File: config.mk
export PLATFORM = sky130hd
export DESIGN_NAME = aserial_port
export DESIGN_NICKNAME = d
export VERILOG_FILES = /design/src/rtl/aser_pkg.sv /design/src/rtl/aser_tick_gen.sv /design/src/rtl/aser_tx.sv /design/src/rtl/aser_rx.sv /design/src/rtl/aserial_port.sv
export SDC_FILE = /design/constraint.sdc
export NUM_CORES = 1
export LEC_CHECK = 0
export ABC_CLOCK_PERIOD_IN_PS = 3400
export BUFFER_PORTS_ARGS = -buffer_cell sky130_fd_sc_hd__buf_4
export CAP_MARGIN = 20
export CORE_ASPECT_RATIO = 1.4
export CORE_MARGIN = 2
export CORE_UTILIZATION = 56
export CTS_CLUSTER_DIAMETER = 200
export DETAILED_ROUTE_END_ITERATION = 8
export PLACE_DENSITY_LB_ADDON = 0.08
export SLEW_MARGIN = 0
export SYNTH_ARGS = -nofsm -noshare
export SYNTH_HDL_FRONTEND = slang
export SYNTH_SLANG_ARGS = --single-unit
File: constraint.sdc
create_clock -name clk -period 3.4 [get_ports clk]
set_input_delay 0.51 -clock clk [delete_from_list [all_inputs] [get_ports clk]]
set_output_delay 0.51 -clock clk [all_outputs]
set_load 0.01 [all_outputs]
File: src/rtl/aser_pkg.sv
package aser_pkg;
  localparam int BYTE_W    = 8;
  localparam int NUM_FLAGS = 5;
  localparam int FRAME_W   = 12;

  localparam logic [2:0] A_DATA = 3'd0;
  localparam logic [2:0] A_DLO  = 3'd1;
  localparam logic [2:0] A_DHI  = 3'd2;
  localparam logic [2:0] A_FMT  = 3'd3;
  localparam logic [2:0] A_MASK = 3'd4;
  localparam logic [2:0] A_STAT = 3'd5;

  typedef enum logic [1:0] {
    PAR_OFF  = 2'b00,
    PAR_EVEN = 2'b01,
    PAR_ODD  = 2'b10,
    PAR_OFF2 = 2'b11
  } parity_e;

  typedef struct packed {
    parity_e    par;
    logic       stop2;
    logic [1:0] len;
  } fmt_t;

  typedef enum logic [2:0] {
    RX_IDLE, RX_START, RX_DATA, RX_PAR, RX_STOP
  } rx_state_e;

  function automatic logic [3:0] char_bits(input logic [1:0] len);
    return 4'd5 + {2'b00, len};
  endfunction

  function automatic logic par_on(input parity_e p);
    return (p == PAR_EVEN) || (p == PAR_ODD);
  endfunction
endpackage

File: src/rtl/aser_tick_gen.sv
module aser_tick_gen #(
  parameter int DIV_W = 16
) (
  input  logic             clk,
  input  logic             rst,
  input  logic [DIV_W-1:0] div,
  output logic             tick
);
  logic [DIV_W-1:0] cnt;

  always_ff @(posedge clk) begin
    if (rst) begin
      cnt  <= '0;
      tick <= 1'b0;
    end else if (div == '0) begin
      cnt  <= '0;
      tick <= 1'b0;
    end else if (cnt >= div - DIV_W'(1)) begin
      cnt  <= '0;
      tick <= 1'b1;
    end else begin
      cnt  <= cnt + DIV_W'(1);
      tick <= 1'b0;
    end
  end

  assert_no_tick_R6: assert property (@(posedge clk) disable iff (rst)
    (div == '0) |=> !tick);
endmodule

File: src/rtl/aser_tx.sv
module aser_tx import aser_pkg::*; #(
  parameter int OVS = 16
) (
  input  logic              clk,
  input  logic              rst,
  input  logic              tick,
  input  fmt_t              fmt,
  input  logic              wr_en,
  input  logic [BYTE_W-1:0] wr_data,
  output logic              txd,
  output logic              thr_empty,
  output logic              tx_idle
);
  localparam int SUB_W = $clog2(OVS);

  logic [BYTE_W-1:0]  thr;
  logic               thr_full;
  logic               busy;
  logic [FRAME_W-1:0] shreg;
  logic [3:0]         left;
  logic [SUB_W-1:0]   sub;
  logic [FRAME_W-1:0] frame;
  logic [3:0]         flen;
  logic [3:0]         nbits;
  logic               pbit;
  logic               last_slot;
  logic               load;

  always_comb begin
    nbits = char_bits(fmt.len);
    frame = '1;
    frame[0] = 1'b0;
    pbit = (fmt.par == PAR_ODD);
    for (int i = 0; i < BYTE_W; i++) begin
      if (4'(i) < nbits) begin
        frame[i+1] = thr[i];
        pbit = pbit ^ thr[i];
      end
    end
    if (par_on(fmt.par)) frame[nbits + 4'd1] = pbit;
    flen = 4'd1 + nbits + {3'b000, par_on(fmt.par)} + (fmt.stop2 ? 4'd2 : 4'd1);
  end

  assign last_slot = busy && (sub == SUB_W'(OVS-1)) && (left == 4'd1);
  assign load      = tick && thr_full && (!busy || last_slot);

  always_ff @(posedge clk) begin
    if (rst) begin
      thr      <= '0;
      thr_full <= 1'b0;
      busy     <= 1'b0;
      shreg    <= '1;
      left     <= '0;
      sub      <= '0;
    end else begin
      if (wr_en && !thr_full) begin
        thr      <= wr_data;
        thr_full <= 1'b1;
      end
      if (load) begin
        shreg    <= frame;
        left     <= flen;
        sub      <= '0;
        busy     <= 1'b1;
        thr_full <= 1'b0;
      end else if (tick && busy) begin
        if (sub == SUB_W'(OVS-1)) begin
          sub   <= '0;
          shreg <= {1'b1, shreg[FRAME_W-1:1]};
          left  <= left - 4'd1;
          if (left == 4'd1) busy <= 1'b0;
        end else begin
          sub <= sub + SUB_W'(1);
        end
      end
    end
  end

  assign txd       = shreg[0];
  assign thr_empty = !thr_full;
  assign tx_idle   = !busy;

  assert_idle_high_R2: assert property (@(posedge clk) disable iff (rst)
    !busy |-> txd);
  assert_frame_count_R2: assert property (@(posedge clk) disable iff (rst)
    busy |-> (left != 4'd0));
  assert_full_write_dropped_R12: assert property (@(posedge clk) disable iff (rst)
    (wr_en && thr_full) |=> $stable(thr));
endmodule

File: src/rtl/aser_rx.sv
module aser_rx import aser_pkg::*; #(
  parameter int OVS = 16
) (
  input  logic              clk,
  input  logic              rst,
  input  logic              tick,
  input  logic [1:0]        len,
  input  parity_e           par,
  input  logic              rxd,
  output logic              done,
  output logic [BYTE_W-1:0] data,
  output logic              perr,
  output logic              ferr
);
  localparam int SUB_W = $clog2(OVS);

  rx_state_e         state;
  logic              s1, s2;
  logic [1:0]        hist;
  logic              vote;
  logic [SUB_W-1:0]  sub;
  logic [3:0]        idx;
  logic [BYTE_W-1:0] sh;
  logic              acc;
  logic              pe_r;
  logic [3:0]        nbits;

  assign nbits = char_bits(len);
  assign vote  = (hist[1] & hist[0]) | (hist[1] & s2) | (hist[0] & s2);

  always_ff @(posedge clk) begin
    if (rst) begin
      s1    <= 1'b1;
      s2    <= 1'b1;
      hist  <= 2'b11;
      state <= RX_IDLE;
      sub   <= '0;
      idx   <= '0;
      sh    <= '0;
      acc   <= 1'b0;
      pe_r  <= 1'b0;
      done  <= 1'b0;
      data  <= '0;
      perr  <= 1'b0;
      ferr  <= 1'b0;
    end else begin
      s1   <= rxd;
      s2   <= s1;
      done <= 1'b0;
      if (tick) begin
        hist <= {hist[0], s2};
        case (state)
          RX_IDLE: begin
            if (hist[0] && !s2) begin
              state <= RX_START;
              sub   <= '0;
            end
          end
          RX_START: begin
            if (sub == SUB_W'(OVS/2-1)) begin
              sub <= '0;
              if (!vote) begin
                state <= RX_DATA;
                idx   <= '0;
                acc   <= (par == PAR_ODD);
                pe_r  <= 1'b0;
              end else begin
                state <= RX_IDLE;
              end
            end else begin
              sub <= sub + SUB_W'(1);
            end
          end
          RX_DATA: begin
            if (sub == SUB_W'(OVS-1)) begin
              sub <= '0;
              sh  <= {vote, sh[BYTE_W-1:1]};
              acc <= acc ^ vote;
              if (idx == nbits - 4'd1) state <= par_on(par) ? RX_PAR : RX_STOP;
              else                     idx   <= idx + 4'd1;
            end else begin
              sub <= sub + SUB_W'(1);
            end
          end
          RX_PAR: begin
            if (sub == SUB_W'(OVS-1)) begin
              sub   <= '0;
              pe_r  <= acc ^ vote;
              state <= RX_STOP;
            end else begin
              sub <= sub + SUB_W'(1);
            end
          end
          RX_STOP: begin
            if (sub == SUB_W'(OVS-1)) begin
              sub   <= '0;
              done  <= 1'b1;
              ferr  <= !vote;
              perr  <= pe_r;
              data  <= sh >> (4'd8 - nbits);
              state <= RX_IDLE;
            end else begin
              sub <= sub + SUB_W'(1);
            end
          end
          default: state <= RX_IDLE;
        endcase
      end
    end
  end

  assert_done_after_stop_R7: assert property (@(posedge clk) disable iff (rst)
    done |-> ($past(state) == RX_STOP));
endmodule

File: src/rtl/aserial_port.sv
module aserial_port import aser_pkg::*; #(
  parameter int OVS = 16
) (
  input  logic              clk,
  input  logic              rst,
  input  logic              bus_wr,
  input  logic              bus_rd,
  input  logic [2:0]        bus_addr,
  input  logic [BYTE_W-1:0] bus_wdata,
  output logic [BYTE_W-1:0] bus_rdata,
  output logic              ser_tx,
  input  logic              ser_rx,
  output logic [NUM_FLAGS-1:0] irq
);
  localparam int DIV_W = 2 * BYTE_W;

  logic [BYTE_W-1:0]    div_lo, div_hi;
  logic [4:0]           fmt_r;
  logic [NUM_FLAGS-1:0] mask;
  logic [BYTE_W-1:0]    rhr;
  logic                 dr, pe, fe, oe;
  fmt_t                 fmt;
  logic                 tick;
  logic                 tx_wr, rd_data, rd_stat;
  logic                 thr_empty, tx_idle;
  logic                 rx_done, rx_perr, rx_ferr;
  logic [BYTE_W-1:0]    rx_data;
  logic [NUM_FLAGS-1:0] flags;

  assign fmt     = fmt_t'(fmt_r);
  assign tx_wr   = bus_wr && (bus_addr == A_DATA);
  assign rd_data = bus_rd && (bus_addr == A_DATA);
  assign rd_stat = bus_rd && (bus_addr == A_STAT);
  assign flags   = {oe, fe, pe, thr_empty, dr};

  aser_tick_gen #(.DIV_W(DIV_W)) u_tick (
    .clk(clk), .rst(rst), .div({div_hi, div_lo}), .tick(tick)
  );

  aser_tx #(.OVS(OVS)) u_tx (
    .clk(clk), .rst(rst), .tick(tick), .fmt(fmt),
    .wr_en(tx_wr), .wr_data(bus_wdata),
    .txd(ser_tx), .thr_empty(thr_empty), .tx_idle(tx_idle)
  );

  aser_rx #(.OVS(OVS)) u_rx (
    .clk(clk), .rst(rst), .tick(tick), .len(fmt.len), .par(fmt.par),
    .rxd(ser_rx), .done(rx_done), .data(rx_data),
    .perr(rx_perr), .ferr(rx_ferr)
  );

  always_ff @(posedge clk) begin
    if (rst) begin
      div_lo    <= '0;
      div_hi    <= '0;
      fmt_r     <= '0;
      mask      <= '0;
      rhr       <= '0;
      dr        <= 1'b0;
      pe        <= 1'b0;
      fe        <= 1'b0;
      oe        <= 1'b0;
      irq       <= '0;
      bus_rdata <= '0;
    end else begin
      if (bus_wr) begin
        case (bus_addr)
          A_DLO:   div_lo <= bus_wdata;
          A_DHI:   div_hi <= bus_wdata;
          A_FMT:   fmt_r  <= bus_wdata[4:0];
          A_MASK:  mask   <= bus_wdata[NUM_FLAGS-1:0];
          default: ;
        endcase
      end

      if (rd_stat) begin
        pe <= 1'b0;
        fe <= 1'b0;
        oe <= 1'b0;
      end
      if (rx_done) begin
        dr <= 1'b1;
        if (dr && !rd_data) oe  <= 1'b1;
        else                rhr <= rx_data;
        if (rx_perr) pe <= 1'b1;
        if (rx_ferr) fe <= 1'b1;
      end else if (rd_data) begin
        dr <= 1'b0;
      end

      if (bus_rd) begin
        case (bus_addr)
          A_DATA:  bus_rdata <= rhr;
          A_DLO:   bus_rdata <= div_lo;
          A_DHI:   bus_rdata <= div_hi;
          A_FMT:   bus_rdata <= {3'b000, fmt_r};
          A_MASK:  bus_rdata <= {3'b000, mask};
          A_STAT:  bus_rdata <= {2'b00, tx_idle, flags};
          default: bus_rdata <= '0;
        endcase
      end

      irq <= flags & mask;
    end
  end

  assert_overrun_needs_ready_R10: assert property (@(posedge clk) disable iff (rst)
    $rose(oe) |-> $past(dr));
  assert_ready_follows_rx_R7: assert property (@(posedge clk) disable iff (rst)
    rx_done |=> dr);
  assert_masked_quiet_R13: assert property (@(posedge clk) disable iff (rst)
    (mask == '0 && $past(mask) == '0) |-> (irq == '0));
endmodule

==> reports/metrics.cfg, run 1 <==
[outcome]
status = complete, but fails checks
violations = setup timing

[worst_setup_path]
rrSetupSlack_ns = -0.07
crit_fanout = 8
path_class = reg2reg
r2r-end = u_tick.cnt[0]$_SDFF_PP0_
r2r_cells = 13
start_kind = register
crit_start = div_lo[0]$_SDFFE_PP0P_
cp.arrival_ns = 3.83
cp-endpoint = u_tick.cnt[0]$_SDFF_PP0_
regToRegStartpoint = div_lo[0]$_SDFFE_PP0P_
critPathCaptureType = register
required_ns = 3.76

[final_layout]
diodes = 0
nets = 879
area_growth_pct = 14.95
postLayoutCoreUtil = 0.6533
final_layout_size_suffix_gt1_frac = 0.1311
fill_cells = 1042

[sta]
grt_setup_unrepaired = yes
period_minus_slack_ns = 3.465
max_freq_mhz = 288.6
fin_worst_skew_ns = 0.01532
period_share = 1.019
max_slew_margin = 0.4366
hold_slack_ns = 0.2711
setup_violations = 16
worstMarginPinSlew_ns = 0.8451
fin_ws_ns = -0.06528
drv_slew = 0
timing.final.hold_violations = 0

[synthesis]
synthTopCellsByArea = dfxtp_1 (39%), nor2_1 (6.6%), mux2i_1 (6.5%)
synth_cells = 801
synth_top_cell_by_area = dfxtp_1
yosys-top-cells-count = dfxtp_1 (134), nor2_1 (122), nand2_1 (93), a21oi_1 (53), mux2i_1 (45)
yosys_warnings = 0
async_reset_ff_frac = 0
synth.most_common_cell = dfxtp_1
syn_nets = 854
synth_ff_type = dfxtp_1
yosysSeqAreaShare = 0.3871
yosysUniqueCellTypes = 61
synth_top_area_frac = 0.3871
synth_seq_cells = 134
synth_area_um2 = 6929
synth-edff-count = 0
syn_avg_cell_area_um2 = 8.651

[global_routing]
grt_pass1_vias = 5574
grt_max_degree = 85
grt_use_total = 0.2574
antenna_found_initial = 0
overflow = 0
grt_pass1_wl_mm = 27.23

[drt]
drtAntennaViolNets = 0
vias = 5685
vias_per_cell = 5.748
drt_iter0_markers = 266
first_pass_iters = 5
wl_per_cell_um = 16.58
drc_errors = 0
totalWireLength_mm = 16.40

[clock_network]
cts_buffer_depth = 2
cts_tree = built
h-tree-depth = 4
clk_pin_slew_ns = 0.06
clock_sinks = 134
insertion_delay_ns = 0.43
numCtsBuffers = 17
clockRootBuffer = clkbuf_16

[power_and_ir_drop]
vdd_drop_max_uv = 313.9
power.internal_mw = 2.873
leakage_nw = 3.210
p_switching_mw = 0.9136
p_per_area_nw_per_um2 = 475.4
power_frac_clock = 0.506
p_seq_frac = 0.424
netSwitchingFraction = 0.2413
power_frac_comb = 0.071

[floorplan]
die_x_um = 98.01
rows = 48
die_y_um = 135.6
dieArea_um2 = 13290
io_pins = 30
core_um2 = 12190
initial_core_util = 0.5683

[min_path]
holdCritStartpoint = ser_rx
hold_class = in2reg

[placed_design]
dp_slack_ns = -0.1249
gp_congestion = 0.8700
dp_hpwl_mm = 11.69
portBuffers = 29

[flow_run]
drv_cap = 0

per-stage QoR:
stage	setup TNS, ns	std cells	power, mW	cell area, um2
after floorplan	0	801	1.808	6934
after global placement	0	953	1.880	7281
after detailed placement	-1.538	953	1.890	7281
after CTS	-0.1949	987	3.808	7945
after global routing	-2.307	989	3.909	7965
final	-0.6303	989	3.787	7965
cells by family after synthesis:
group / after synthesis / synth area share
adders and majority gates: 38 / 0.07042
and+or+nand+nor: 334 / 0.2313
xor gates and xnor gates: 47 / 0.06338
buffers and inverters: 58 / 0.03286
DFF: 134 / 0.3871
muxes: 56 / 0.09805
AOI/OAI and AO/OA: 134 / 0.1168
critical path: stages, from the launching register on:
cell and delay (ns):
dfxtp_2 0.32, or4_4 0.53, or4_4 0.45, nor3_4 0.16, nand2_2 0.09, nor3_2 0.13, xnor2_1 0.15, ha_1 0.27
and4_4 0.19, and2_4 0.14, a221o_1 0.36, a211oi_4 0.30, o21ai_4 0.16, nor2_1 0.14
cell type report:
class / count / area (um2) / area share
multi-input combinational: 610 / 4066 / 0.5105
sequential: 134 / 2684 / 0.3369
clock buffer: 17 / 425.4 / 0.05341
timing repair buffer: 46 / 345.3 / 0.04336
clock inverter: 15 / 192.7 / 0.02419
tap: 150 / 187.7 / 0.02356
inverter: 17 / 63.81 / 0.008011
how the worst min path moves through the flow:
stage / end / slack, ns / cells after the start
final: u_rx.s1$_SDFF_PP1_ / 0.27 / 2
after global routing: u_rx.s1$_SDFF_PP1_ / 0.27 / 2
after CTS: u_rx.s1$_SDFF_PP1_ / 0.26 / 2
after detailed placement: u_rx.s2$_SDFF_PP1_ / 0.40 / 1
after global placement: u_rx.s2$_SDFF_PP1_ / 0.40 / 1
after floorplan: u_rx.s2$_SDFF_PP1_ / 0.39 / 1
repair_timing:
item	in CTS	in global routing
cloned	1	0
pin swaps	13	4
hold buffers	0	0
endpoints found under the hold margin	0	0
buffers inserted	1	2
gates resized for setup	6	2
endpoints found under the setup margin	16	17
per-layer routing:
layer | global-route usage | vias to the layer above | routed length (um)
met5 | 0 | - | 0
li1 | - | 2815 | -
met3 | 0.04592 | 33 | 602
met1 | 0.2866 | 2715 | 6611
met2 | 0.4726 | 122 | 8792
met4 | 0.1196 | 0 | 391
power by group through the flow:
stage / combinational, mW / clock [mW] / sequential (mW)
after floorplan: 0.173 / 0 / 1.64
after global placement: 0.243 / 0 / 1.64
after detailed placement: 0.252 / 0 / 1.64
after CTS: 0.262 / 1.94 / 1.60
after global routing: 0.292 / 2.01 / 1.60
final: 0.267 / 1.92 / 1.60
flip-flops by register name, summed over array words and instances, names as in the netlist, 4 cells and up:
name,flops
irq,5
u_rx.sub,4
div_hi,8
div_lo,8
u_tx.sub,4
u_tx.shreg,12
u_rx.idx,4
u_rx.data,8
u_rx.sh,8
u_tx.left,4
u_tick.cnt,16
bus_rdata,8
mask,5
fmt,5
rhr,8
u_tx.thr,8
cells in the final DEF (no fill, tap or decap), drive strengths merged, types with 5 or more instances in the layout:
| master | netlist | routed |
|---|---|---|
| a211oi | 11 | 11 |
| a21o | 10 | 10 |
| a21oi | 53 | 53 |
| a22oi | 7 | 7 |
| and3 | 8 | 8 |
| buf | 10 | 46 |
| clkbuf | 31 | 17 |
| clkinv | 0 | 5 |
| dfxtp | 134 | 134 |
| ha | 35 | 35 |
| inv | 17 | 23 |
| mux2i | 45 | 45 |
| mux4 | 9 | 9 |
| nand2 | 94 | 94 |
| nand2b | 19 | 19 |
| nand3 | 22 | 22 |
| nand4 | 5 | 5 |
| nor2 | 122 | 122 |
| nor2b | 12 | 12 |
| nor3 | 16 | 16 |
| nor3b | 5 | 5 |
| nor4 | 8 | 8 |
| o21ai | 33 | 34 |
| xnor2 | 26 | 26 |
| xor2 | 19 | 19 |
Power figures use the tool's default switching activity.
==> run 2: changes to the inputs <==
- BUFFER_PORTS_ARGS: -buffer_cell sky130_fd_sc_hd__buf_4 -> -buffer_cell sky130_fd_sc_hd__buf_2
- PLACE_DENSITY_LB_ADDON: 0.08 -> 0.05
==> reports/metrics.cfg, run 2 (same netlist as run 1, synthesis figures left out) <==
[drt]
first_pass_iters = 6
drc_errors = 0
vias = 5740
drtAntennaViolNets = 0
wl_per_cell_um = 16.37
drt_iter0_markers = 262
totalWireLength_mm = 16.26
vias_per_cell = 5.780

[global_routing]
grt_pass1_wl_mm = 26.88
antenna_found_initial = 0
grt_max_degree = 74
overflow = 0
grt_pass1_vias = 5626
grt_use_total = 0.2523

[worst_setup_path]
regToRegStartpoint = div_lo[0]$_SDFFE_PP0P_
path_class = reg2reg
r2r_cells = 13
r2r-end = u_tick.cnt[11]$_SDFF_PP0_
critPathCaptureType = register
start_kind = register
required_ns = 3.75
rrSetupSlack_ns = -0.08
crit_fanout = 8
cp.arrival_ns = 3.84
crit_start = div_lo[0]$_SDFFE_PP0P_

[sta]
worstMarginPinSlew_ns = 0.7378
fin_ws_ns = -0.08198
hold_slack_ns = 0.2732
timing.final.hold_violations = 0
max_slew_margin = 0.5081
grt_setup_unrepaired = yes
period_minus_slack_ns = 3.482
max_freq_mhz = 287.2
period_share = 1.024
drv_slew = 0
finalSetupTns_ns = -0.7107
setup_violations = 16
fin_worst_skew_ns = 0.008277

[final_layout]
fill_cells = 1046
postLayoutCoreUtil = 0.6471
largest_reg_flops = 16
largestRegisters = u_tick.cnt x16, u_tx.shreg x12
regMostFlops = u_tick.cnt
final_common_cell = dfxtp_1
final_layout_size_suffix_gt1_frac = 0.1352
nets = 883
multiInputGateArea_um2 = 4068
area_growth_pct = 13.85
layout_common_cells = dfxtp_1 (133), nor2_1 (121), nand2_1 (93)
final-seq-area_um2 = 2684
diodes = 0

[min_path]
hold_depth = 2
holdCritStartpoint = ser_rx
hold_class = in2reg
worstHoldEndpoint = u_rx.s1$_SDFF_PP1_

[outcome]
status = complete, but fails checks
violations = setup timing

[power_and_ir_drop]
p_per_area_nw_per_um2 = 463.7
power_frac_comb = 0.071
vdd_drop_max_uv = 296.4
leakage_nw = 3.196
p_switching_mw = 0.9186
power.internal_mw = 2.739
power_frac_clock = 0.491
netSwitchingFraction = 0.2511
p_seq_frac = 0.438

[floorplan]
die_y_um = 135.6
core_um2 = 12190
initial_core_util = 0.5683
rows = 48
die_x_um = 98.01
dieArea_um2 = 13290
io_pins = 30

[clock_network]
clk_pin_slew_ns = 0.06
h-tree-depth = 4
clockRootBuffer = clkbuf_16
cts_buffer_depth = 2
cts_tree = built
numCtsBuffers = 17
cts_hold_buf = 0
clock_sinks = 134
insertion_delay_ns = 0.42

[flow_run]
drv_cap = 0

[placed_design]
dp_hpwl_mm = 11.73
gp_congestion = 0.8168
dp_slack_ns = -0.1301
portBuffers = 29

-- run 2: changes by cell type in the layout (fill, tap and decap cells not counted), sizes merged --
| cell | delta |
|---|---|
| buf | +4 |
| clkinv | -2 |
| clkbuf | +1 |
| clkinvlp | +2 |
| inv | +1 |
| bufinv | -2 |
-- run 2: worst max-delay path by stage --
stage                           endpoint  slack, ns  depth (start not counted)
3_3_place_gp    u_tick.cnt[2]$_SDFF_PP0_       0.02                         13
5_1_grt         u_tick.cnt[7]$_SDFF_PP0_      -0.27                         13
2_1_floorplan   u_tick.cnt[7]$_SDFF_PP0_       0.02                         14
4_1_cts        u_tick.cnt[11]$_SDFF_PP0_      -0.06                         13
3_5_place_dp    u_tick.cnt[4]$_SDFF_PP0_      -0.13                         13
6_report       u_tick.cnt[11]$_SDFF_PP0_      -0.08                         13
-- run 2: through the flow --
stage,total power [mW],instance area (um2),instances
after detailed placement,1.881,7226,955
after global routing,3.766,7889,993
after CTS,3.677,7860,990
after floorplan,1.808,6934,801
after global placement,1.873,7226,955
final,3.658,7889,993
-- run 2: what timing repair did --
item	in CTS	in global routing
hold endpoints to repair	0	0
endpoints found under the setup margin	16	17
cloned	1	0
pin swaps	14	0
setup buffers	2	3
gates resized for setup	6	3
-- run 2: final cells by class --
type                       count  share of cell area
multi-input combinational    610              0.5156
sequential                   134              0.3402
clock buffer                  18             0.05567
timing repair buffer          50             0.03870
tap                          150             0.02379
clock inverter                14             0.01792
inverter                      17            0.008089
-- run 2: metal layers --
metal / global-route usage / vias up / share of wire
li1: - / 2825 / -
met1: 0.2866 / 2750 / 0.41
met2: 0.4619 / 128 / 0.53
met3: 0.04076 / 37 / 0.036
met4: 0.1127 / 0 / 0.030
met5: 0 / - / 0
-- run 2: critical path: stages, from the launching register on --
cell      delay, ns
dfxtp_2        0.32
or4_4          0.53
or4_4          0.45
nor3_4         0.17
nand2_2        0.09
nor3_2         0.13
xnor2_1        0.16
ha_1           0.28
and4_1         0.22
and2_4         0.14
a221o_1        0.34
a211oi_4       0.28
o21ai_4        0.17
nor2_1         0.14
-- run 2: power groups by stage --
stage          combinational [mW]  clock (mW)  sequential (mW)
2_1_floorplan               0.173           0             1.64
3_3_place_gp                0.236           0             1.64
3_5_place_dp                0.243           0             1.64
4_1_cts                     0.254        1.82             1.60
5_1_grt                     0.283        1.88             1.60
6_report                    0.258        1.80             1.60
==> run 3: changes to the inputs <==
- BUFFER_PORTS_ARGS: -buffer_cell sky130_fd_sc_hd__buf_2 -> default
- CORE_UTILIZATION: 56 -> 58
- DONT_BUFFER_PORTS: default -> 1
==> reports/metrics.cfg, run 3 (same netlist as run 1, synthesis figures left out) <==
[sta]
finalSetupTns_ns = -0.5117
fin_ws_ns = -0.04837
max_freq_mhz = 290.0
drv_slew = 0
setup_violations = 17
grt_setup_unrepaired = yes
hold_slack_ns = 0.1631
period_share = 1.014
period_minus_slack_ns = 3.448
timing.final.hold_violations = 0
max_slew_margin = 0.5220
fin_worst_skew_ns = 0.01620
worstMarginPinSlew_ns = 0.7116

[placed_design]
placed_area_um2 = 7067
place_inst = 922
dp_hpwl_mm = 11.12
gp_congestion = 0.8696
portBuffers = 0
dp_slack_ns = -0.1396

[power_and_ir_drop]
netSwitchingFraction = 0.2306
p_per_area_nw_per_um2 = 460.3
leakage_nw = 3.047
power.internal_mw = 2.734
power_frac_comb = 0.056
power_frac_clock = 0.492
power.total_mw = 3.554
vdd_drop_max_uv = 284.6
p_switching_mw = 0.8194
p_seq_frac = 0.452

[floorplan]
dieArea_um2 = 12850
core_um2 = 11760
io_pins = 30
rows = 47
die_x_um = 96.38
die_y_um = 133.3
initial_core_util = 0.5891

[worst_setup_path]
critPathMaxStageDelay_ns = 0.53
crit_start = div_lo[0]$_SDFFE_PP0P_
rrSetupSlack_ns = -0.05
cp.arrival_ns = 3.80
start_kind = register
r2r_cells = 13
crit_path_cell_trace = or4_4 > or4_4 > nor3_4 > nand2_2 > nor3_4 > xnor2_1 > ha_1 > and4_4 > and2_4 > a221o_1 > a211oi_4 > o21ai_4 > nor2_1
crit_path_top_delay_cell = or4_4
path_class = reg2reg
critPathCaptureType = register
crit_fanout = 8
r2r-end = u_tick.cnt[4]$_SDFF_PP0_
required_ns = 3.75
regToRegStartpoint = div_lo[0]$_SDFFE_PP0P_
cp-endpoint = u_tick.cnt[4]$_SDFF_PP0_

[global_routing]
grt_use_total = 0.2526
overflow = 0
grt_max_degree = 118
antenna_found_initial = 0
grt_pass1_vias = 5417
grt_pass1_wl_mm = 25.40

[clock_network]
numCtsBuffers = 17
clockRootBuffer = clkbuf_16
cts_buffer_depth = 2
insertion_delay_ns = 0.42
h-tree-depth = 4
cts_tree = built
clock_sinks = 134
clk_pin_slew_ns = 0.06

[final_layout]
largestRegisters = u_tick.cnt x16, u_tx.shreg x12
final_common_cell = dfxtp_1
postLayoutCoreUtil = 0.6565
fin_area_um2 = 7721
fin_cells = 959
largest_reg_flops = 16
area_growth_pct = 11.43
layout_common_cells = dfxtp_1 (133), nor2_1 (121), nand2_1 (93)
diodes = 0
regMostFlops = u_tick.cnt
final_layout_size_suffix_gt1_frac = 0.1022
fill_cells = 1020
nets = 852

[outcome]
violations = setup timing
status = complete, but fails checks

[drt]
vias_per_cell = 5.804
drtAntennaViolNets = 0
drt_iter0_markers = 261
first_pass_iters = 5
drc_errors = 0
totalWireLength_mm = 15.54
wl_per_cell_um = 16.20
vias = 5566

[min_path]
hold_class = in2reg

[flow_run]
drv_cap = 0

run 3: cell types whose count changed in the layout (fill, tap and decap cells not counted), sizes merged:
cell	change
clkbuf	+1
clkinvlp	+2
clkinv	+1
buf	-31
inv	-4
run 3: how the worst min path moves through the flow:
| stage | start | cells past startpoint | end |
|---|---|---|---|
| 2_1_floorplan | u_rx.s1$_SDFF_PP1_ | 1 | u_rx.s2$_SDFF_PP1_ |
| 3_3_place_gp | u_rx.s1$_SDFF_PP1_ | 1 | u_rx.s2$_SDFF_PP1_ |
| 3_5_place_dp | u_rx.s1$_SDFF_PP1_ | 1 | u_rx.s2$_SDFF_PP1_ |
| 4_1_cts | rst | 1 | u_rx.sh[0]$_SDFFE_PP0P_ |
| 5_1_grt | rst | 1 | u_rx.idx[3]$_SDFFE_PP0P_ |
| 6_report | rst | 1 | u_rx.idx[2]$_SDFFE_PP0P_ |
run 3: area by class of cell:
type / instances / area (um2) / area share
sequential: 134 / 2684 / 0.3476
tap: 147 / 183.9 / 0.02382
clock inverter: 13 / 121.4 / 0.01572
inverter: 17 / 63.81 / 0.008264
multi-input combinational: 610 / 4073 / 0.5275
clock buffer: 19 / 452.9 / 0.05866
timing repair buffer: 19 / 142.6 / 0.01847
run 3: repair_timing:
action / in CTS / in global routing
setup endpoints to repair: 16 / 17
pin swaps: 9 / 3
endpoints found under the hold margin: 0 / 0
gates cloned: 1 / 0
resized for setup: 7 / 2
setup buffers: 4 / 0
hold buffers: 0 / 0
run 3: layer usage:
layer,vias up,part of all wire,track usage
li1,2758,-,-
met2,111,0.52,0.4460
met5,-,0,0
met3,35,0.038,0.05147
met1,2662,0.41,0.2876
met4,0,0.034,0.1111
run 3: worst max-delay path: cells and delay by family (launching register included):
family	cells	cell delay, ns
flip-flops	1	0.33
AO/OA/AOI/OAI	3	0.80
adder cells (fa/ha/maj)	1	0.27
XOR/XNOR	1	0.14
AND/OR/NAND/NOR	8	1.86
run 3: power groups by stage:
stage / combinational (mW) / clock [mW] / sequential [mW]
after detailed placement: 0.183 / 0 / 1.64
after global placement: 0.175 / 0 / 1.64
final: 0.199 / 1.75 / 1.61
after floorplan: 0.173 / 0 / 1.64
after CTS: 0.199 / 1.78 / 1.61
after global routing: 0.222 / 1.84 / 1.61
